==> src/rtl/exc_vec_pkg.sv <==
package exc_vec_pkg;

  typedef enum logic [2:0] {
    SRC_RST_EXT  = 3'd0,
    SRC_RST_CLK  = 3'd1,
    SRC_RST_WDOG = 3'd2,
    SRC_TRAP     = 3'd3,
    SRC_SWI      = 3'd4,
    SRC_XIRQ     = 3'd5,
    SRC_IRQ      = 3'd6,
    SRC_SPUR     = 3'd7
  } src_kind_e;

  localparam int unsigned VEC_RST_EXT  = 32'h0000_FFFE;
  localparam int unsigned VEC_RST_CLK  = 32'h0000_FFFC;
  localparam int unsigned VEC_RST_WDOG = 32'h0000_FFFA;

  localparam int unsigned OFS_TRAP = 32'h0000_00F8;
  localparam int unsigned OFS_SWI  = 32'h0000_00F6;
  localparam int unsigned OFS_XIRQ = 32'h0000_00F4;
  localparam int unsigned OFS_IRQ0 = 32'h0000_00F2;
  localparam int unsigned OFS_SPUR = 32'h0000_0080;

  localparam int unsigned MAX_IRQ = (OFS_IRQ0 - OFS_SPUR) / 2;

endpackage

==> src/rtl/irq_qualify.sv <==
module irq_qualify #(
  parameter int NUM_IRQ = 8
) (
  input  logic [NUM_IRQ-1:0] irq_req,
  input  logic [NUM_IRQ-1:0] irq_en,
  input  logic               i_mask,
  input  logic               block_maskable,
  output logic [NUM_IRQ-1:0] irq_qual
);

  logic gate_open;
  assign gate_open = !i_mask && !block_maskable;

  for (genvar g = 0; g < NUM_IRQ; g++) begin : g_line
    assign irq_qual[g] = irq_req[g] && irq_en[g] && gate_open;
  end

endmodule

==> src/rtl/irq_prio_enc.sv <==
module irq_prio_enc #(
  parameter int NUM_IRQ = 8,
  parameter int IDX_W   = (NUM_IRQ > 1) ? $clog2(NUM_IRQ) : 1
) (
  input  logic [NUM_IRQ-1:0] irq_qual,
  output logic               irq_any,
  output logic [IDX_W-1:0]   irq_idx
);

  // Lowest index has the highest vector address, hence the highest rank.
  always_comb begin
    irq_any = 1'b0;
    irq_idx = '0;
    for (int k = NUM_IRQ - 1; k >= 0; k--) begin
      if (irq_qual[k]) begin
        irq_any = 1'b1;
        irq_idx = IDX_W'(k);
      end
    end
  end

endmodule

==> src/rtl/exc_src_arbiter.sv <==
module exc_src_arbiter
  import exc_vec_pkg::*;
(
  input  logic      rst_ext,
  input  logic      rst_clkmon,
  input  logic      rst_wdog,
  input  logic      trap_req,
  input  logic      swi_req,
  input  logic      xirq_req,
  input  logic      x_mask,
  input  logic      irq_any,
  output logic      block_maskable,
  output src_kind_e kind
);

  logic xirq_live;
  assign xirq_live      = xirq_req && !x_mask;
  assign block_maskable = trap_req || swi_req || xirq_live;

  always_comb begin
    if (rst_ext)         kind = SRC_RST_EXT;
    else if (rst_clkmon) kind = SRC_RST_CLK;
    else if (rst_wdog)   kind = SRC_RST_WDOG;
    else if (trap_req)   kind = SRC_TRAP;
    else if (swi_req)    kind = SRC_SWI;
    else if (xirq_live)  kind = SRC_XIRQ;
    else if (irq_any)    kind = SRC_IRQ;
    else                 kind = SRC_SPUR;
  end

endmodule

==> src/rtl/exc_vec_addr.sv <==
module exc_vec_addr
  import exc_vec_pkg::*;
#(
  parameter int ADDR_W = 16,
  parameter int IDX_W  = 3
) (
  input  src_kind_e         kind,
  input  logic [IDX_W-1:0]  irq_idx,
  input  logic [ADDR_W-1:0] vec_base,
  output logic [ADDR_W-1:0] addr
);

  localparam logic [ADDR_W-1:0] A_RST_EXT  = ADDR_W'(VEC_RST_EXT);
  localparam logic [ADDR_W-1:0] A_RST_CLK  = ADDR_W'(VEC_RST_CLK);
  localparam logic [ADDR_W-1:0] A_RST_WDOG = ADDR_W'(VEC_RST_WDOG);
  localparam logic [ADDR_W-1:0] O_TRAP     = ADDR_W'(OFS_TRAP);
  localparam logic [ADDR_W-1:0] O_SWI      = ADDR_W'(OFS_SWI);
  localparam logic [ADDR_W-1:0] O_XIRQ     = ADDR_W'(OFS_XIRQ);
  localparam logic [ADDR_W-1:0] O_IRQ0     = ADDR_W'(OFS_IRQ0);
  localparam logic [ADDR_W-1:0] O_SPUR     = ADDR_W'(OFS_SPUR);

  logic [ADDR_W-1:0] irq_ofs;
  logic [ADDR_W-1:0] sel_ofs;
  logic              is_abs;
  logic [ADDR_W-1:0] abs_addr;

  assign irq_ofs = O_IRQ0 - (ADDR_W'(irq_idx) << 1);

  always_comb begin
    is_abs   = 1'b0;
    abs_addr = '0;
    sel_ofs  = O_SPUR;
    unique case (kind)
      SRC_RST_EXT:  begin is_abs = 1'b1; abs_addr = A_RST_EXT;  end
      SRC_RST_CLK:  begin is_abs = 1'b1; abs_addr = A_RST_CLK;  end
      SRC_RST_WDOG: begin is_abs = 1'b1; abs_addr = A_RST_WDOG; end
      SRC_TRAP:     sel_ofs = O_TRAP;
      SRC_SWI:      sel_ofs = O_SWI;
      SRC_XIRQ:     sel_ofs = O_XIRQ;
      SRC_IRQ:      sel_ofs = irq_ofs;
      default:      sel_ofs = O_SPUR;
    endcase
  end

  assign addr = is_abs ? abs_addr : (vec_base + sel_ofs);

endmodule

==> src/rtl/exc_vec_resolver.sv <==
module exc_vec_resolver
  import exc_vec_pkg::*;
#(
  parameter int ADDR_W  = 16,
  parameter int NUM_IRQ = 8
) (
  input  logic               clk,
  input  logic               rst,
  input  logic               rst_ext,
  input  logic               rst_clkmon,
  input  logic               rst_wdog,
  input  logic               trap_req,
  input  logic               swi_req,
  input  logic               xirq_req,
  input  logic [NUM_IRQ-1:0] irq_req,
  input  logic [NUM_IRQ-1:0] irq_en,
  input  logic               i_mask,
  input  logic               x_mask,
  input  logic [ADDR_W-1:0]  vec_base,
  input  logic               vec_req,
  output logic [ADDR_W-1:0]  vec_addr,
  output logic               vec_valid
);

  localparam int IDX_W = (NUM_IRQ > 1) ? $clog2(NUM_IRQ) : 1;

  logic [NUM_IRQ-1:0] irq_qual;
  logic               irq_any;
  logic [IDX_W-1:0]   irq_idx;
  logic               block_maskable;
  src_kind_e          kind;
  logic [ADDR_W-1:0]  next_addr;

  irq_qualify #(.NUM_IRQ(NUM_IRQ)) u_qual (
    .irq_req        (irq_req),
    .irq_en         (irq_en),
    .i_mask         (i_mask),
    .block_maskable (block_maskable),
    .irq_qual       (irq_qual)
  );

  irq_prio_enc #(.NUM_IRQ(NUM_IRQ), .IDX_W(IDX_W)) u_enc (
    .irq_qual (irq_qual),
    .irq_any  (irq_any),
    .irq_idx  (irq_idx)
  );

  exc_src_arbiter u_arb (
    .rst_ext        (rst_ext),
    .rst_clkmon     (rst_clkmon),
    .rst_wdog       (rst_wdog),
    .trap_req       (trap_req),
    .swi_req        (swi_req),
    .xirq_req       (xirq_req),
    .x_mask         (x_mask),
    .irq_any        (irq_any),
    .block_maskable (block_maskable),
    .kind           (kind)
  );

  exc_vec_addr #(.ADDR_W(ADDR_W), .IDX_W(IDX_W)) u_addr (
    .kind     (kind),
    .irq_idx  (irq_idx),
    .vec_base (vec_base),
    .addr     (next_addr)
  );

  always_ff @(posedge clk) begin
    if (rst) begin
      vec_addr  <= '0;
      vec_valid <= 1'b0;
    end else begin
      vec_valid <= vec_req;
      if (vec_req) vec_addr <= next_addr;
    end
  end

endmodule

==> config.mk <==
export PLATFORM = sky130hd
export DESIGN_NAME = exc_vec_resolver
export DESIGN_NICKNAME = d
export VERILOG_FILES = /design/src/rtl/exc_vec_pkg.sv /design/src/rtl/irq_qualify.sv /design/src/rtl/irq_prio_enc.sv /design/src/rtl/exc_src_arbiter.sv /design/src/rtl/exc_vec_addr.sv /design/src/rtl/exc_vec_resolver.sv
export SDC_FILE = /design/constraint.sdc
export NUM_CORES = 1
export LEC_CHECK = 0
export ABC_AREA = 1
export BUFFER_PORTS_ARGS = -buffer_cell sky130_fd_sc_hd__buf_4
export CAP_MARGIN = 0
export CORE_MARGIN = 8
export CORE_UTILIZATION = 50
export DETAILED_ROUTE_END_ITERATION = 16
export PLACE_DENSITY = 0.84
export SLEW_MARGIN = 30
export SYNTH_ARGS = -nofsm -noshare
export SYNTH_HDL_FRONTEND = slang
export SYNTH_SLANG_ARGS = --single-unit
==> constraint.sdc <==
create_clock -name clk -period 9 [get_ports clk]
set_input_delay 1.35 -clock clk [delete_from_list [all_inputs] [get_ports clk]]
set_output_delay 1.35 -clock clk [all_outputs]
set_load 0.02 [all_outputs]
==> impl_metrics.toml <==
[finish]
drive_gt1_share_pct = 32.46
diodes = 0
syn_to_final_growth_pct = 35.08
nFillCells = 251
stdcell_area_um2 = 1874
final_util_pct = 69.77
final_cells = 299
fin_nets = 320

[setup_path]
path_max_fanout = 8
critPathCaptureType = "flop"
rrSetupSlack_ns = 8.29
r2r-start = "vec_addr[12]"
critPathLaunch = "xirq_req"
criticalPathCategory = "input port to flop"
r2r_end = "vec_addr[12]"
critPathArrivalTime_ns = 4.03
startpoint_type = "input port"
crit_end = "vec_addr[13]"
required_ns = 9.16
reg2reg_depth = 2

[sta]
finalSetupTns_ns = 0
fin_crit_ns = 3.862
fin_worst_skew_ns = 0
tightestPinTransition_ns = 0.7548
slew_headroom_pct = 49.68
rsz0062_at_grt = "false"
max_freq_mhz = 258.9
finalSetupViolCount = 0
whs_ns = 0.4778
hold_viol_final = 0
final-max-slew-violation-count = 0
period_share_pct = 42.91

[floorplanning]
die_x_um = 68.68
die_area_um2 = 4717
rows = 19
core_um2 = 2686
dieHeight_um = 68.68
start_util_pct = 51.65
num_io_pins = 60

[global_route]
busiest_layer = "met2"
grt.total_usage_pct = 15.06
antenna_found_initial = 0
grt_pass1_vias = 1337
grt_max_degree = 19
grt_pass1_wl_um = 5651
grt_overflow_total = 0
grt_util_met1_pct = 19.18
grtUsageMet2_pct = 24.39
met3_usage_pct = 2.262

[cts]
cts.sinks = 17
tritoncts = "done"
cts.root.buffer_cell = "clkbuf_4"
cts_resized = 0
clock_latency_ns = 0.29
cts_buffers = 3
path_clk_slew_ns = 0.10
clock_path_buffers = 2
cts-hold-fix-buffers = 0
cts_max_level = 1
post-cts-setup-buffer-count = 0

[yosys]
postSynthCellCount = 209
syn_area_per_cell_um2 = 6.639
async_reset_ff_share_pct = 0
synth.most_common_cell = "nand2_1"
synth_seq_area_share_pct = 24.53
synth_fp_nets = 260
syn_area_um2 = 1388
synthFlopType = "dfxtp_1"
ys_types = 27
synth_top_area_share_pct = 24.53
ys_top_cells_by_area = "dfxtp_1 (25%), nand2_1 (14%), inv_1 (7.8%), a21oi_2 (6.9%), ha_1 (6.3%)"
synth_edf_count = 0
ys_ff_latch = 17
synth_common_cells = "nand2_1 (52), inv_1 (29), dfxtp_1 (17), o21ai_0 (15), nand3_1 (12)"
ys_warn_count = 0
synth_top_area_cell = "dfxtp_1"

[place]
port_buffers = 59
gp_congestion = 0.8491
hpwl_um = 3049
placed_area_um2 = 1847
post-place-cells = 295

[routing]
drc = 0
avgViaCountPerCell = 5.023
drtIter0Drc = 148
vias = 1502
ant_nets = 0
first_pass_iters = 4
wirelength_um = 3589
wl_per_cell_um = 12.00

[power_and_ir_drop]
ir_worst_vdd_v = 0.0001076
leakage_nw = 1.026
pwr_density_cell_nw_per_um2 = 105.9

[status]
status = "finished, final reports clean"

[min_path]
hold_path.class = "flop to flop"

[flow_run]
max_cap_viol_count = 0
==> critical path, cell delays in order <==
cell and delay [ns]:
buf_4 0.10, nand2_1 0.07, nand2_2 0.10, nor2_4 0.19, o21ai_1 0.12, nand4_1 0.10, nand2_2 0.07, nand2_2 0.07
nand2_2 0.07, nand2_4 0.09, nand3_1 0.07, nand2_1 0.07, ha_1 0.18, inv_1 0.06, fa_1 0.39, o21ai_1 0.23
a21oi_1 0.11, nand2_1 0.11, nand3_1 0.11, nor2_1 0.12, xor2_1 0.16, a21oi_1 0.07
==> power breakdown <==
part           internal [W]  total (W)  leakage (nW)  switching, W
clock network     0.0000165  0.0000404        0.0177     0.0000239
registers         0.0000809  0.0000835         0.142    0.00000262
logic             0.0000333  0.0000746         0.867     0.0000413
==> worst min path at each step <==
stage                     start           to  slack (ns)  cells past startpoint
global placement    vec_addr[0]  vec_addr[0]        0.45                      2
floorplan           vec_addr[0]  vec_addr[0]        0.54                      2
finish              vec_addr[0]  vec_addr[0]        0.48                      2
detailed placement  vec_addr[0]  vec_addr[0]        0.46                      2
CTS                 vec_addr[0]  vec_addr[0]        0.48                      2
global route        vec_addr[0]  vec_addr[0]        0.51                      2
==> state kept, by name, indices dropped and copies added (netlist names) <==
register,count
vec_addr,16
vec_valid,1
==> cell families (layout without fill, tap and decap cells) <==
kind of cell               count (synthesis)  count (layout)  share of synthesized area (%)
adders and majority gates                  8               8                          7.755
buffers and inverters                     36              95                          10.28
AOI/OAI and AO/OA                         46              46                          21.19
xor gates and xnor gates                  11              11                          6.944
and+or+nand+nor                           91              91                          29.31
DFF                                       17              17                          24.53
==> metal layers <==
metal | share of wire [%] | vias up | wire (µm)
met5 | 0 | - | 0
met2 | 47 | 50 | 1674
met3 | 7.7 | 4 | 275
met4 | 1.3 | 0 | 47
met1 | 44 | 650 | 1591
li1 | - | 798 | -
==> per-stage QoR <==
stage          total power, W  setup slack [ns]
2_1_floorplan       0.0001281             5.208
3_3_place_gp        0.0001584             4.942
3_5_place_dp        0.0001597             4.830
4_1_cts             0.0002001             5.155
5_1_grt             0.0002105             4.860
6_report            0.0001985             5.138
==> cell type report <==
cell class	count	area (µm²)	share of cell area [%]
repair buffers	59	442.9	23.63
multi-input cells	156	904.6	48.26
inverters	32	120.1	6.409
clock buffers	3	22.52	1.202
well taps	31	38.79	2.069
clock inverters	1	5.005	0.2670
flip-flops and latches	17	340.3	18.16
==> placed cells by master, fill, tap and decap left out, types with 6 or more instances in the layout <==
cell type	instances
a21oi_1	9
a21oi_2	11
buf_4	59
dfxtp_1	17
ha_1	7
inv_1	29
nand2_1	52
nand3_1	12
nor2_1	10
nor3_1	6
o21ai_0	15
xor2_1	8
Note: power is estimated with default switching activity, not from simulation.
